--- config.mk ---
export PLATFORM = sky130hd
export DESIGN_NAME = bp_match_unit
export DESIGN_NICKNAME = d
export VERILOG_FILES = /design/src/rtl/bp_match_pkg.sv /design/src/rtl/bp_rst_sync.sv /design/src/rtl/bp_cfg_regs.sv /design/src/rtl/bp_addr_cmp.sv /design/src/rtl/bp_link_chk.sv /design/src/rtl/bp_match_unit.sv
export SDC_FILE = /design/constraint.sdc
export NUM_CORES = 1
export LEC_CHECK = 0
export ABC_AREA = 1
export BUFFER_PORTS_ARGS = -buffer_cell sky130_fd_sc_hd__buf_2
export CORE_ASPECT_RATIO = 1.25
export CORE_MARGIN = 2
export CORE_UTILIZATION = 35
export DETAILED_ROUTE_END_ITERATION = 16
export PLACE_DENSITY = 0.66
export SYNTH_ARGS = -nofsm -noshare
export SYNTH_HDL_FRONTEND = slang
export SYNTH_SLANG_ARGS = --single-unit
--- constraint.sdc ---
create_clock -name clk_i -period 1.2 [get_ports clk_i]
set_input_delay 0.06 -clock clk_i [delete_from_list [all_inputs] [get_ports clk_i]]
set_output_delay 0.06 -clock clk_i [all_outputs]
set_load 0.02 [all_outputs]
--- src/rtl/bp_match_pkg.sv ---
package bp_match_pkg;

  typedef enum logic {
    ISA_FIXED = 1'b0,
    ISA_MIXED = 1'b1
  } isa_e;

  localparam int unsigned LANES   = 2;
  localparam int unsigned SEL_W   = 2 * LANES;

  localparam logic [SEL_W-1:0] SEL_NONE  = 4'b0000;
  localparam logic [SEL_W-1:0] SEL_FULL  = 4'b1111;
  localparam logic [SEL_W-1:0] SEL_UPPER = 4'b1100;

endpackage

--- src/rtl/bp_rst_sync.sv ---
module bp_rst_sync (
  input  logic clk_i,
  input  logic arst_ni,
  output logic rst_no
);

  logic [1:0] sync_q;
  logic [1:0] sync_d;

  always_comb begin
    sync_d = {sync_q[0], 1'b1};
  end

  always_ff @(posedge clk_i or negedge arst_ni) begin
    if (!arst_ni) begin
      sync_q <= 2'b00;
    end else begin
      sync_q <= sync_d;
    end
  end

  assign rst_no = sync_q[1];

endmodule

--- src/rtl/bp_cfg_regs.sv ---
module bp_cfg_regs
  import bp_match_pkg::*;
#(
  parameter int unsigned WA_W   = 30,
  parameter int unsigned LINK_W = 4
) (
  input  logic              clk_i,
  input  logic              rst_ni,
  input  logic              we_i,
  input  logic              enable_i,
  input  logic [WA_W-1:0]   word_i,
  input  logic [SEL_W-1:0]  sel_i,
  input  logic              link_en_i,
  input  logic [LINK_W-1:0] link_idx_i,
  output logic              enable_q,
  output logic [WA_W-1:0]   word_q,
  output logic [SEL_W-1:0]  sel_q,
  output logic              link_en_q,
  output logic [LINK_W-1:0] link_idx_q
);

  logic              enable_d;
  logic [WA_W-1:0]   word_d;
  logic [SEL_W-1:0]  sel_d;
  logic              link_en_d;
  logic [LINK_W-1:0] link_idx_d;

  always_comb begin
    enable_d   = enable_q;
    word_d     = word_q;
    sel_d      = sel_q;
    link_en_d  = link_en_q;
    link_idx_d = link_idx_q;
    if (we_i) begin
      enable_d   = enable_i;
      word_d     = word_i;
      sel_d      = sel_i;
      link_en_d  = link_en_i;
      link_idx_d = link_idx_i;
    end
  end

  always_ff @(posedge clk_i or negedge rst_ni) begin
    if (!rst_ni) begin
      enable_q   <= 1'b0;
      word_q     <= '0;
      sel_q      <= SEL_NONE;
      link_en_q  <= 1'b0;
      link_idx_q <= '0;
    end else if (we_i) begin
      enable_q   <= enable_d;
      word_q     <= word_d;
      sel_q      <= sel_d;
      link_en_q  <= link_en_d;
      link_idx_q <= link_idx_d;
    end
  end

endmodule

--- src/rtl/bp_addr_cmp.sv ---
module bp_addr_cmp
  import bp_match_pkg::*;
#(
  parameter int unsigned WA_W = 30
) (
  input  logic [WA_W-1:0]  cfg_word_i,
  input  logic [SEL_W-1:0] cfg_sel_i,
  input  logic [WA_W-1:0]  fetch_word_i,
  input  logic             fetch_half_i,
  input  isa_e             isa_i,
  input  logic             wide_i,
  input  logic             lflag_i,
  output logic             match_o
);

  logic [LANES-1:0] lane_on;
  logic [WA_W-1:0]  next_word;
  logic             word_eq;
  logic             next_eq;
  logic             head_hit;
  logic             tail_hit;
  logic             mixed_hit;
  logic             fixed_hit;

  // One select flag per halfword lane of the programmed word.
  for (genvar h = 0; h < LANES; h++) begin : g_lane
    assign lane_on[h] = |cfg_sel_i[2*h +: 2];
  end

  always_comb begin
    next_word = fetch_word_i + WA_W'(1);
    word_eq   = (fetch_word_i == cfg_word_i);
    next_eq   = (next_word == cfg_word_i);

    // First halfword of the instruction lies in a selected lane.
    head_hit = word_eq & lane_on[fetch_half_i];

    // Second halfword of a 32-bit instruction lies in a selected lane.
    tail_hit = 1'b0;
    if (wide_i) begin
      if (fetch_half_i) begin
        tail_hit = next_eq & lane_on[0];
      end else begin
        tail_hit = word_eq & lane_on[1];
      end
    end

    mixed_hit = head_hit | (tail_hit & ~lflag_i);
    fixed_hit = word_eq & ((cfg_sel_i == SEL_FULL) |
                           ((cfg_sel_i == SEL_UPPER) & ~lflag_i));

    match_o = (isa_i == ISA_MIXED) ? mixed_hit : fixed_hit;
  end

endmodule

--- src/rtl/bp_link_chk.sv ---
module bp_link_chk #(
  parameter int unsigned NUM_BP  = 6,
  parameter int unsigned NUM_CTX = 2,
  parameter int unsigned LINK_W  = 4
) (
  input  logic              link_en_i,
  input  logic [LINK_W-1:0] link_idx_i,
  input  logic [NUM_BP-1:0] ctx_match_i,
  output logic              link_bad_o,
  output logic              link_pass_o
);

  localparam int unsigned FIRST_CTX = NUM_BP - NUM_CTX;

  logic [NUM_BP-1:0] aware_hit;
  logic [NUM_BP-1:0] ctx_hit;

  // Only the top NUM_CTX comparators can match context; any other index,
  // including one past the last comparator, decodes to nothing.
  for (genvar i = 0; i < NUM_BP; i++) begin : g_idx
    if (i >= FIRST_CTX) begin : g_aware
      assign aware_hit[i] = (link_idx_i == LINK_W'(i));
      assign ctx_hit[i]   = aware_hit[i] & ctx_match_i[i];
    end else begin : g_plain
      logic unused_ctx;
      assign unused_ctx   = ctx_match_i[i];
      assign aware_hit[i] = 1'b0;
      assign ctx_hit[i]   = 1'b0;
    end
  end

  always_comb begin
    link_bad_o  = link_en_i & ~(|aware_hit);
    link_pass_o = ~link_en_i | (|ctx_hit);
  end

endmodule

--- src/rtl/bp_match_unit.sv ---
module bp_match_unit
  import bp_match_pkg::*;
#(
  parameter int unsigned ADDR_W  = 32,
  parameter int unsigned NUM_BP  = 6,
  parameter int unsigned NUM_CTX = 2,
  parameter int unsigned LINK_W  = 4
) (
  input  logic              clk_i,
  input  logic              arst_ni,
  input  logic              dbg_en_i,
  input  logic              cfg_we_i,
  input  logic              cfg_enable_i,
  input  logic [ADDR_W-3:0] cfg_word_i,
  input  logic [3:0]        cfg_bas_i,
  input  logic              cfg_link_en_i,
  input  logic [LINK_W-1:0] cfg_link_idx_i,
  input  logic [NUM_BP-1:0] ctx_match_i,
  input  logic              fetch_valid_i,
  input  logic [ADDR_W-1:0] fetch_addr_i,
  input  logic              fetch_mixed_i,
  input  logic              fetch_wide_i,
  input  logic              fetch_lflag_i,
  input  logic              fetch_cond_pass_i,
  output logic              bp_hit_o
);

  localparam int unsigned WA_W = ADDR_W - 2;

  logic              rst_n;
  logic              enable_q;
  logic [WA_W-1:0]   word_q;
  logic [SEL_W-1:0]  sel_q;
  logic              link_en_q;
  logic [LINK_W-1:0] link_idx_q;
  logic              addr_match;
  logic              link_bad;
  logic              link_pass;
  logic              armed;
  logic              hit_d;
  logic              hit_q;
  isa_e              isa;
  logic              unused_bits;

  // Byte offset bit and condition state never take part in the compare.
  assign unused_bits = ^{fetch_addr_i[0], fetch_cond_pass_i};
  assign isa         = fetch_mixed_i ? ISA_MIXED : ISA_FIXED;

  bp_rst_sync u_rst (
    .clk_i   (clk_i),
    .arst_ni (arst_ni),
    .rst_no  (rst_n)
  );

  bp_cfg_regs #(
    .WA_W   (WA_W),
    .LINK_W (LINK_W)
  ) u_cfg (
    .clk_i      (clk_i),
    .rst_ni     (rst_n),
    .we_i       (cfg_we_i),
    .enable_i   (cfg_enable_i),
    .word_i     (cfg_word_i),
    .sel_i      (cfg_bas_i),
    .link_en_i  (cfg_link_en_i),
    .link_idx_i (cfg_link_idx_i),
    .enable_q   (enable_q),
    .word_q     (word_q),
    .sel_q      (sel_q),
    .link_en_q  (link_en_q),
    .link_idx_q (link_idx_q)
  );

  bp_addr_cmp #(
    .WA_W (WA_W)
  ) u_cmp (
    .cfg_word_i   (word_q),
    .cfg_sel_i    (sel_q),
    .fetch_word_i (fetch_addr_i[ADDR_W-1:2]),
    .fetch_half_i (fetch_addr_i[1]),
    .isa_i        (isa),
    .wide_i       (fetch_wide_i),
    .lflag_i      (fetch_lflag_i),
    .match_o      (addr_match)
  );

  bp_link_chk #(
    .NUM_BP  (NUM_BP),
    .NUM_CTX (NUM_CTX),
    .LINK_W  (LINK_W)
  ) u_link (
    .link_en_i   (link_en_q),
    .link_idx_i  (link_idx_q),
    .ctx_match_i (ctx_match_i),
    .link_bad_o  (link_bad),
    .link_pass_o (link_pass)
  );

  always_comb begin
    // An all-zero mask behaves exactly like a cleared enable.
    armed = enable_q & (sel_q != SEL_NONE);
    hit_d = fetch_valid_i & dbg_en_i & armed & addr_match & link_pass & ~link_bad;
  end

  always_ff @(posedge clk_i or negedge rst_n) begin
    if (!rst_n) begin
      hit_q <= 1'b0;
    end else begin
      hit_q <= hit_d;
    end
  end

  assign bp_hit_o = hit_q;

endmodule

==> out/results.tsv <==
stage	metric	value	unit
run_status	status	finished with violations	
run_status	violations	negative setup slack	
setup_path	critPathKind	reg -> reg	
sta	rsz0062_at_grt	yes	
job	drv_cap	0	
drt	drc_errors	0	
synthesis	ys_seq_area_share	34.22	%
drt	num_vias	3497	
setup_path	reg2reg_from	u_cfg.word_q[22]$_DFFE_PN0P_	
synthesis	ys_types	26	
sta	setup_tns	-0.4521	ns
cells_and_area	final_nets	717	
synthesis	synthTopCellsByArea	dfrtp_1, nand2_1, mux2_2	
clock_network	clockRootBuffer	clkbuf_8	
synthesis	syn_inst	451	
cells_and_area	drive_gt1_share	32.06	%
floorplanning	rows	38	
synthesis	syn_nets	539	
drt	viasPerCell	4.663	
cells_and_area	stdcell_count	750	
synthesis	synth_top_family_by_area	simple AND/OR/NAND/NOR gates	
cells_and_area	layout_common_cells	nand2_1, buf_2, inv_1	
floorplanning	core_area	8701	µm²
drt	drt-pass1-iter-count	5	
synthesis	yosys.area.top_type	dfrtp_1	
power_and_ir_drop	peakVddDrop	0.6761	mV
clock_network	cts_max_level	2	
cells_and_area	ff_latch_area	1079	µm²
synthesis	yosysWarnings	0	
grt	grt_first_pass_wirelength	15120	µm
sta	fin_skew	0.008483	ns
cells_and_area	final_common_cell	nand2_1	
grt	grt_max_degree	54	
power_and_ir_drop	power.leakage	2.397	nW
setup_path	startpoint_type	flip-flop	
synthesis	netlist.area_leader.share	34.22	%
synthesis	synth_xor_area_share	8.078	%
min_path	min_path_type	in -> reg	
power_and_ir_drop	power_density	829.1	nW/µm²
sta	hold_viol_final	0	
floorplanning	start_util	36.14	%
setup_path	worst-path-max-fanout	2	
sta	fin_crit_sh	137.7	%
grt	grt_pass1_vias	3479	
drt	ant_nets	0	
clock_network	numCtsBuffers	5	
power_and_ir_drop	total_power	3.890	mW
min_path	min_from	cfg_word_i[10]	
clock_network	clk_pin_slew	0.09	ns
grt	grtUsageTotal	20.09	%
placement	dp_hpwl	7464	µm
synthesis	synth.avg_cell_area	6.972	µm²
placement	io_buffers	81	
drt	routed_wl	9380	µm
drt	drt_iter0_drc	259	
floorplanning	die_w	88.78	µm
synthesis	synth-compound-area-share	4.735	%
synthesis	syn-cell-area	3144	µm²
floorplanning	pin_count	88	
setup_path	required	1.44	ns
sta	layout_min_cycle_time	1.652	ns
synthesis	synthMuxAreaShare	9.670	%
grt	antenna_found_initial	0	
setup_path	worstPathArrival	1.89	ns
drt	wl_per_cell	12.51	µm
setup_path	end_kind	flip-flop	
placement	routabilityCongestion	1.027	
sta	fin_ws	-0.4521	ns
clock_network	cts_tree	done	
synthesis	async_flop_share	100.0	%
floorplanning	die_area	9763	µm²
sta	timing.fmax	605.3	MHz
synthesis	synth-simple-area-share	35.14	%
clock_network	clock_latency	0.30	ns
cells_and_area	fillers	814	
clock_network	clockBufferDepth	2	
sta	whs	0.006858	ns
floorplanning	fp.dieH	110.0	µm
cells_and_area	syn_to_final_growth	49.22	%
setup_path	startpoint	u_cfg.word_q[22]$_DFFE_PN0P_	
synthesis	synth-adder-area-share	0.3979	%
cells_and_area	multi_input_area	1909	µm²
cells_and_area	diodes	0	
synthesis	synthFlopType	dfrtp_1	
clock_network	cts_sinks	43	
placement	placedCellCount	701	
synthesis	synth_edf_count	0	
synthesis	ys_ff_latch	43	
grt	grt_overflow_total	0	
sta	slew_viol_final	0	
sta	finalSetupViolCount	1	
-- metrics by stage --
stage	utilization [%]	worst slack, ns	cell area, µm²
finish	53.93	-0.4521	4692
detailed placement	47.43	-0.5497	4126
global route	53.93	-0.6248	4692
global placement	47.43	-0.4730	4126
CTS	53.65	-0.4467	4668
floorplan	-	-0.1785	3156
-- where the power goes --
| part | leakage [nW] | internal [mW] | switching, mW |
|---|---|---|---|
| Sequential | 0.509 | 1.58 | 0.102 |
| Clock | 0.0412 | 0.407 | 0.504 |
| Combinational | 1.85 | 0.664 | 0.630 |
-- final cells by class --
class | count | area share (%)
inverters | 58 | 4.640
well taps | 120 | 3.200
clock buffers | 6 | 1.547
repair buffers | 177 | 26.67
flip-flops and latches | 43 | 22.99
multi-input cells | 344 | 40.69
clock inverters | 2 | 0.2667
-- worst max-delay path, cell delays in order (launching register included) --
cell	delay [ns]
dfrtp_1	0.41
xnor2_2	0.18
inv_1	0.09
nor4_2	0.27
nand2_1	0.11
nor2_2	0.12
nand2_1	0.08
o21ai_1	0.15
inv_1	0.06
a21oi_2	0.11
-- worst paths after layout --
check / cells after the start / slack [ns] / end
max in group asynchronous: 1 / 0.75 / u_cfg.word_q[5]$_DFFE_PN0P_
worst max-delay path: 9 / -0.45 / bp_hit_o$_DFF_PN0_
worst min register to register: 1 / 0.23 / u_cfg.word_q[19]$_DFFE_PN0P_
min in group asynchronous: 2 / 0.07 / u_rst.sync_q[0]$_DFF_PN0_
worst min-delay path: 2 / 0.007 / u_cfg.word_q[10]$_DFFE_PN0P_
worst max register to register: 9 / -0.45 / bp_hit_o$_DFF_PN0_
-- synth_stat cells, drive strengths merged (2+ instances only) --
cell	number
nand2	153
o21ai	23
nor3	3
inv	58
nor2	57
nor4	2
xnor2	7
nand3	33
xor2	22
dfrtp	43
clkbuf	6
nand4	5
mux2	27
and2	3
-- routing by layer --
layer | routed length [µm] | share of wire (%) | up-vias | GRT usage [%]
li1 | - | - | 1763 | -
met1 | 3888 | 41 | 1614 | 24.00
met2 | 4888 | 52 | 100 | 36.14
met3 | 358 | 3.8 | 20 | 2.532
met4 | 245 | 2.6 | 0 | 7.792
met5 | 0 | 0 | - | 0
-- cells by family (layout without fill, tap and decap cells) --
logic type                 after synthesis  count (layout)
other                                    1               1
adders and majority gates                1               1
DFF                                     43              43
and+or+nand+nor                        259             259
buffers and inverters                   64             243
xor gates and xnor gates                29              29
muxes                                   27              27
AOI/OAI and AO/OA                       27              27
-- registers in the layout (all words and copies together), names as in the netlist --
register / count
bp_hit_o: 1
u_cfg.enable_q: 1
u_cfg.link_en_q: 1
u_cfg.link_idx_q: 4
u_cfg.sel_q: 4
u_cfg.word_q: 30
u_rst.sync_q: 2
-- timing repair --
action                     in CTS  in global routing
hold buffers                   40                  0
hold endpoints to repair       41                  0
gates resized for setup         8                  5
setup buffers                   1                  0
pin swaps                       4                  1
setup endpoints to repair       1                  1
(Power assumes the default switching activity.)
